File: config.mk
export PLATFORM = sky130hd
export DESIGN_NAME = vw_link_sched
export DESIGN_NICKNAME = d
export VERILOG_FILES = /design/src/rtl/vw_sched_pkg.sv /design/src/rtl/vw_ucyc_seq.sv /design/src/rtl/vw_tx_mux.sv /design/src/rtl/vw_rx_cap.sv /design/src/rtl/vw_link_sched.sv
export SDC_FILE = /design/constraint.sdc
export NUM_CORES = 1
export LEC_CHECK = 0
export BUFFER_PORTS_ARGS = -buffer_cell sky130_fd_sc_hd__buf_2
export CORE_AREA = 2 2 39 41
export CTS_BUF_LIST = sky130_fd_sc_hd__clkbuf_8
export CTS_CLUSTER_DIAMETER = 120
export DETAILED_ROUTE_END_ITERATION = 8
export DIE_AREA = 0 0 41 43
export SLEW_MARGIN = 15
export SYNTH_ARGS = -nofsm -noshare
export SYNTH_HDL_FRONTEND = slang
export SYNTH_SLANG_ARGS = --single-unit
File: constraint.sdc
create_clock -name clk -period 1.3 [get_ports clk]
set_input_delay 0.26 -clock clk [delete_from_list [all_inputs] [get_ports clk]]
set_output_delay 0.26 -clock clk [all_outputs]
set_load 0.02 [all_outputs]
File: src/rtl/vw_sched_pkg.sv
package vw_sched_pkg;

  // one transmit slot: pin driven by a local signal or by the relay register
  typedef struct packed {
    logic valid;
    logic relay;
    int   idx;
  } tx_slot_t;

  // capture slot of one virtual register
  typedef struct packed {
    logic valid;
    int   ucyc;
    int   pin;
  } rx_slot_t;

  function automatic tx_slot_t tx_slot(int m, int p, int n_ucyc, int n_pin, int n_local);
    tx_slot_t s;
    s.valid = 1'b0;
    s.relay = 1'b0;
    s.idx   = 0;
    if (m < n_ucyc - 1) begin
      s.valid = 1'b1;
      s.idx   = (m * n_pin + p) % n_local;
    end else if (p == 0) begin
      s.valid = 1'b1;
      s.relay = 1'b1;
    end
    return s;
  endfunction

  function automatic rx_slot_t rx_slot(int v, int n_in, int n_ucyc);
    rx_slot_t s;
    s.ucyc  = v / n_in;
    s.pin   = v % n_in;
    s.valid = (v / n_in) < n_ucyc;
    return s;
  endfunction

endpackage

File: src/rtl/vw_ucyc_seq.sv
module vw_ucyc_seq #(
  parameter int N_UCYC = 4
) (
  input  logic              clk,
  input  logic              rst_n,
  input  logic              start_i,
  output logic [N_UCYC-1:0] ucyc_o,
  output logic              done_o
);

  logic [N_UCYC-1:0] ucyc_q, ucyc_d;
  logic              done_q, done_d;
  logic              seq_en;

  assign seq_en = start_i | (|ucyc_q);

  always_comb begin
    ucyc_d = ucyc_q;
    done_d = done_q;
    if (start_i) begin
      ucyc_d = {{(N_UCYC-1){1'b0}}, 1'b1};
      done_d = 1'b0;
    end else if (ucyc_q[N_UCYC-1]) begin
      ucyc_d = '0;
      done_d = 1'b1;
    end else begin
      ucyc_d = ucyc_q << 1;
    end
  end

  always_ff @(posedge clk or negedge rst_n) begin
    if (!rst_n) begin
      ucyc_q <= '0;
      done_q <= 1'b0;
    end else if (seq_en) begin
      ucyc_q <= ucyc_d;
      done_q <= done_d;
    end
  end

  assign ucyc_o = ucyc_q;
  assign done_o = done_q;

  AST_ONE_HOT: assert property (@(posedge clk) disable iff (!rst_n)
    $onehot0(ucyc_q));
  AST_STEP: assert property (@(posedge clk) disable iff (!rst_n)
    (!start_i && (|ucyc_q) && !ucyc_q[N_UCYC-1]) |=> (ucyc_q == ($past(ucyc_q) << 1)));
  AST_START_M0: assert property (@(posedge clk) disable iff (!rst_n)
    start_i |=> (ucyc_q[0] && !done_q));
  AST_DONE_IDLE: assert property (@(posedge clk) disable iff (!rst_n)
    done_q |-> (ucyc_q == '0));

endmodule

File: src/rtl/vw_tx_mux.sv
module vw_tx_mux #(
  parameter int N_UCYC  = 4,
  parameter int N_PIN   = 2,
  parameter int N_LOCAL = 6
) (
  input  logic               clk,
  input  logic               rst_n,
  input  logic [N_UCYC-1:0]  ucyc_i,
  input  logic [N_LOCAL-1:0] local_i,
  input  logic               relay_i,
  output logic [N_PIN-1:0]   pin_o
);

  logic [N_PIN-1:0] term [N_UCYC];

  for (genvar m = 0; m < N_UCYC; m++) begin : g_ucyc
    for (genvar p = 0; p < N_PIN; p++) begin : g_pin
      localparam vw_sched_pkg::tx_slot_t SLOT =
        vw_sched_pkg::tx_slot(m, p, N_UCYC, N_PIN, N_LOCAL);
      if (!SLOT.valid) begin : g_empty
        assign term[m][p] = 1'b0;
      end else if (SLOT.relay) begin : g_relay
        assign term[m][p] = ucyc_i[m] & relay_i;
      end else begin : g_local
        assign term[m][p] = ucyc_i[m] & local_i[SLOT.idx];
      end
    end
  end

  always_comb begin
    pin_o = '0;
    for (int m = 0; m < N_UCYC; m++) begin
      pin_o = pin_o | term[m];
    end
  end

  AST_IDLE_ZERO: assert property (@(posedge clk) disable iff (!rst_n)
    (ucyc_i == '0) |-> (pin_o == '0));

endmodule

File: src/rtl/vw_rx_cap.sv
module vw_rx_cap #(
  parameter int N_UCYC = 4,
  parameter int N_IN   = 2,
  parameter int N_VIRT = 4
) (
  input  logic              clk,
  input  logic              rst_n,
  input  logic [N_UCYC-1:0] ucyc_i,
  input  logic [N_IN-1:0]   pin_i,
  output logic              relay_o,
  output logic [N_VIRT-1:0] virt_o
);

  logic [N_VIRT-1:0] cap_en, cap_d;
  logic [N_VIRT-1:0] virt_q;
  logic              relay_q;
  logic              busy;

  assign busy = |ucyc_i;

  for (genvar v = 0; v < N_VIRT; v++) begin : g_virt
    localparam vw_sched_pkg::rx_slot_t SLOT = vw_sched_pkg::rx_slot(v, N_IN, N_UCYC);
    if (SLOT.valid) begin : g_slot
      assign cap_en[v] = ucyc_i[SLOT.ucyc];
      assign cap_d[v]  = pin_i[SLOT.pin];
    end else begin : g_none
      assign cap_en[v] = 1'b0;
      assign cap_d[v]  = 1'b0;
    end
  end

  always_ff @(posedge clk or negedge rst_n) begin
    if (!rst_n) begin
      virt_q <= '0;
    end else if (|cap_en) begin
      virt_q <= (virt_q & ~cap_en) | (cap_d & cap_en);
    end
  end

  // relay register: one microcycle of delay gives the through-hop slot
  always_ff @(posedge clk or negedge rst_n) begin
    if (!rst_n) begin
      relay_q <= 1'b0;
    end else if (busy) begin
      relay_q <= pin_i[0];
    end
  end

  assign relay_o = relay_q;
  assign virt_o  = virt_q;

  AST_HOLD_IDLE: assert property (@(posedge clk) disable iff (!rst_n)
    !busy |=> $stable(virt_q));

endmodule

File: src/rtl/vw_link_sched.sv
module vw_link_sched #(
  parameter int N_UCYC  = 4,
  parameter int N_PIN   = 2,
  parameter int N_IN    = 2,
  parameter int N_LOCAL = 6,
  parameter int N_VIRT  = 4
) (
  input  logic               clk,
  input  logic               rst_n,
  input  logic               emu_start_i,
  input  logic [N_LOCAL-1:0] local_i,
  input  logic [N_IN-1:0]    pin_i,
  output logic [N_PIN-1:0]   pin_o,
  output logic [N_VIRT-1:0]  virt_o,
  output logic               done_o
);

  logic [N_UCYC-1:0] ucyc;
  logic              relay;

  vw_ucyc_seq #(.N_UCYC(N_UCYC)) i_seq (
    .clk     (clk),
    .rst_n   (rst_n),
    .start_i (emu_start_i),
    .ucyc_o  (ucyc),
    .done_o  (done_o)
  );

  vw_tx_mux #(.N_UCYC(N_UCYC), .N_PIN(N_PIN), .N_LOCAL(N_LOCAL)) i_tx (
    .clk     (clk),
    .rst_n   (rst_n),
    .ucyc_i  (ucyc),
    .local_i (local_i),
    .relay_i (relay),
    .pin_o   (pin_o)
  );

  vw_rx_cap #(.N_UCYC(N_UCYC), .N_IN(N_IN), .N_VIRT(N_VIRT)) i_rx (
    .clk     (clk),
    .rst_n   (rst_n),
    .ucyc_i  (ucyc),
    .pin_i   (pin_i),
    .relay_o (relay),
    .virt_o  (virt_o)
  );

endmodule

==> impl_results.md <==
- Number of vias in the routed layout: 317
- Rel. slew slack: 76.5%
- Largest delay share family, worst path: flip-flops
- Number of nets in the layout: 66
- Worst reg2reg setup slack: -0.02 ns
- Detailed Route Iter0 Violations: 7
- DRT Pass-1 Iters: 6
- CP Launch Type: register
- Maximum vdd drop: 0.520 mV
- Antenna-violating nets left: 0
- Final Routed Wirelength: 866 um
- Critical Path Sink Type: output port
- Clock tree root buffer cell: clkbuf_8
- Height of the chip: 43 um
- Unrepaired setup endpoints after global routing: yes
- Clock insertion delay at the later pin of the skew report: 0.23 ns
- Data required time at the worst endpoint: 1.04 ns
- Outcome: finished with violations
- Via count of the first global-routing pass: 312
- Antenna violations before repair: 0
- # rows: 14
- Worst hold path class: input pin to register
- Violated checks: setup timing
- Worst Slack Setup Final: -0.188 ns
- Effective utilization at floorplan: 27.9%
- Max stage delay on crit path: between 0.3 and 0.4 ns
- Syn Std Cell Area: roughly 390 um^2
- Post-Syn Instances: 28
- Share of synthesized area occupied by flip-flops and latches: 64.7%
- Type of the worst setup path: register to output port
- Total instance count after detailed placement: 62
- Count of buffer and inverter cells on the critical path: 2
- Hold path depth: 1
- Portion of the clock cycle consumed by the worst path in the final layout: 114%
- Syn-to-layout area delta: 59.2%
- Mapped Avg Cell Area: approximately 14 um^2
- Standard cell core area: approximately 0.0014 mm^2
- Fraction of layout instances using a drive strength above 1: 64.2%
- Num CTS Buffers: 3
- Highest routing layer actually used: met4
- Leading cell type in the layout, fill and taps excluded: buf_2
- Total clock sinks: 10
- Crit path arrival time: 1.23 ns
- Launching point of the worst reg2reg path: i_seq.ucyc_o[1]
- Clock transition at the registers of the reported paths: 0.04 ns
- Syn_nets: 39
- Global-route wire length before repair: 1210 um
- Commonest cells after routing, fill and taps aside: buf_2 (15), dfrtp_1 (9), mux2_2 (4), buf_6 (4)
- Pins over their slew limit: 0
- Critical path fanouts, max: 2
- Minimum clock period: about 1.5 ns
- Worst Hold Path EP: i_seq.ucyc_o[0]
- Total DRC errors in the routed layout: 0
- R2r worst-path depth: 4
- Static Leak: between 0.3 and 0.4 nW
- Overflow left after global routing: 0
- Crit path cell chain: a222oi_1 -> inv_1 -> buf_6
- Cell-internal power: 0.617 mW
- Proportion of total power due to net switching: between 20 and 25%
- Final Skew: 0.000887 ns
- Post-route non-filler standard cell count: 69
- DR WL met2: around 460 um
- Die width: 41 um
- Share of power burned in the clock network: 37.4%
- Distinct cells, synth: 12
- Vias per Instance: roughly 4.6
- FF/Latch Area: 251 um^2
- Switching Power: 0.187 mW
- Total area of multi-input combinational cells: 146 um^2
- DIE AREA: approximately 0.0018 mm^2
- Worst hold start: emu_start_i
- Sequential share of power: 43.8%
- Count of max-cap constraint violations: 0
- CTS H-tree lvls: 1
- Wire length the detailed router placed on met1: 337 um
- Fill cell count: roughly 130
- GR Util All Layers: about a tenth
- Post-synthesis sequential element count: 10
- Routability congestion estimate from global placement: roughly 0.66
- Worst Hold Slack: 0.166 ns
- TritonCTS clock tree: done
- DP HPWL: 562 um
- Power density over the cells: 1310 mW/mm^2
- Least-Margin Pin Slew: 0.352 ns
- IO Count: 18
- Setup violators final: 3
- Count of warnings emitted by yosys: 0
- Total power consumption of the routed design: around 0.8 mW
- Maximum number of pins on one net before global-route repair: 11
- # diodes: 0
- Gate power share: 18.8%
- Final count of hold timing violations: 0
- Maximum root-to-sink buffer count: 2
- Capture point of the worst reg-to-reg path: i_rx.relay_o
- Cell with the biggest individual delay on the critical path: dfrtp_1
- Average wire per standard cell: 12.6 um
- Count of buffers from port buffering: 17
- Routed length on met3: about 56 um
- Maximum clock frequency: roughly 0.67 GHz
[worst register-to-register path, stage by stage (launching register included)]
cell     delay, ns
dfrtp_1       0.38
buf_6         0.13
buf_6         0.11
nor4_4        0.26
mux2_4        0.32
[per-stage QoR]
step	setup TNS (ns)	worst slack (ns)	instance area, um^2	util, %
CTS	-0.170	-0.107	601	43.4
global route	-0.409	-0.234	616	44.5
floorplan	0	0.167	387	-
global placement	0	0.119	503	36.3
finish	-0.279	-0.188	616	44.5
detailed placement	0	0.112	503	36.3
[cell families after synthesis]
group	after synthesis	share of synthesized area (%)
DFF	10	64.7
and+or+nand+nor	8	12.3
muxes	5	14.6
AOI/OAI and AO/OA	3	6.47
buffers and inverters	2	1.94
[worst max path at each step]
stage | endpoint | slack (ns) | cells past startpoint | from
after global placement | pin_o[1] | 0.12 | 3 | i_seq.ucyc_o[0]
after floorplan | pin_o[1] | 0.17 | 2 | i_seq.ucyc_o[0]
after global routing | pin_o[1] | -0.23 | 3 | i_seq.ucyc_o[0]
final | pin_o[1] | -0.19 | 3 | i_seq.ucyc_o[1]
after CTS | pin_o[1] | -0.11 | 3 | i_seq.ucyc_o[0]
after detailed placement | pin_o[1] | 0.11 | 3 | i_seq.ucyc_o[0]
[final cells by class]
cell class | instances | area share, %
inverters | 1 | 0.610
multi-input cells | 16 | 23.8
flip-flops and latches | 10 | 40.9
well taps | 16 | 3.25
repair buffers | 23 | 24.8
clock buffers | 3 | 6.71
[power groups by stage]
stage          Clock, mW  Combinational, mW  Sequential [mW]
2_1_floorplan          0             0.0417            0.381
3_3_place_gp           0              0.119            0.357
3_5_place_dp           0              0.119            0.357
4_1_cts            0.309              0.144            0.352
5_1_grt            0.326              0.161            0.356
6_report           0.301              0.151            0.352
[layer usage]
| layer | vias up | track usage, % |
|---|---|---|
| met5 | - | 0 |
| met4 | 0 | 6.00 |
| met3 | 2 | 1.57 |
| met2 | 15 | 17.8 |
| met1 | 150 | 11.6 |
| li1 | 150 | - |
[repair_timing]
item,4_1_cts,5_1_grt
pin swaps,1,2
hold buffers,1,0
setup endpoints to repair,2,3
cloned,0,0
setup buffers,3,0
endpoints found under the hold margin,10,0
gates resized for setup,5,5
[synthesized netlist by cell type]
cell type | number | share of area, %
a222oi_1 | 1 | 2.6
a22oi_1 | 2 | 3.9
and2_1 | 2 | 3.2
and2_2 | 1 | 1.9
clkbuf_1 | 1 | 0.97
dfrtp_1 | 10 | 65
inv_1 | 1 | 0.97
mux2_1 | 1 | 2.9
mux2_2 | 4 | 12
nand2_1 | 1 | 0.97
nor2_1 | 3 | 2.9
nor4_2 | 1 | 3.2
(Power assumes the default switching activity.)
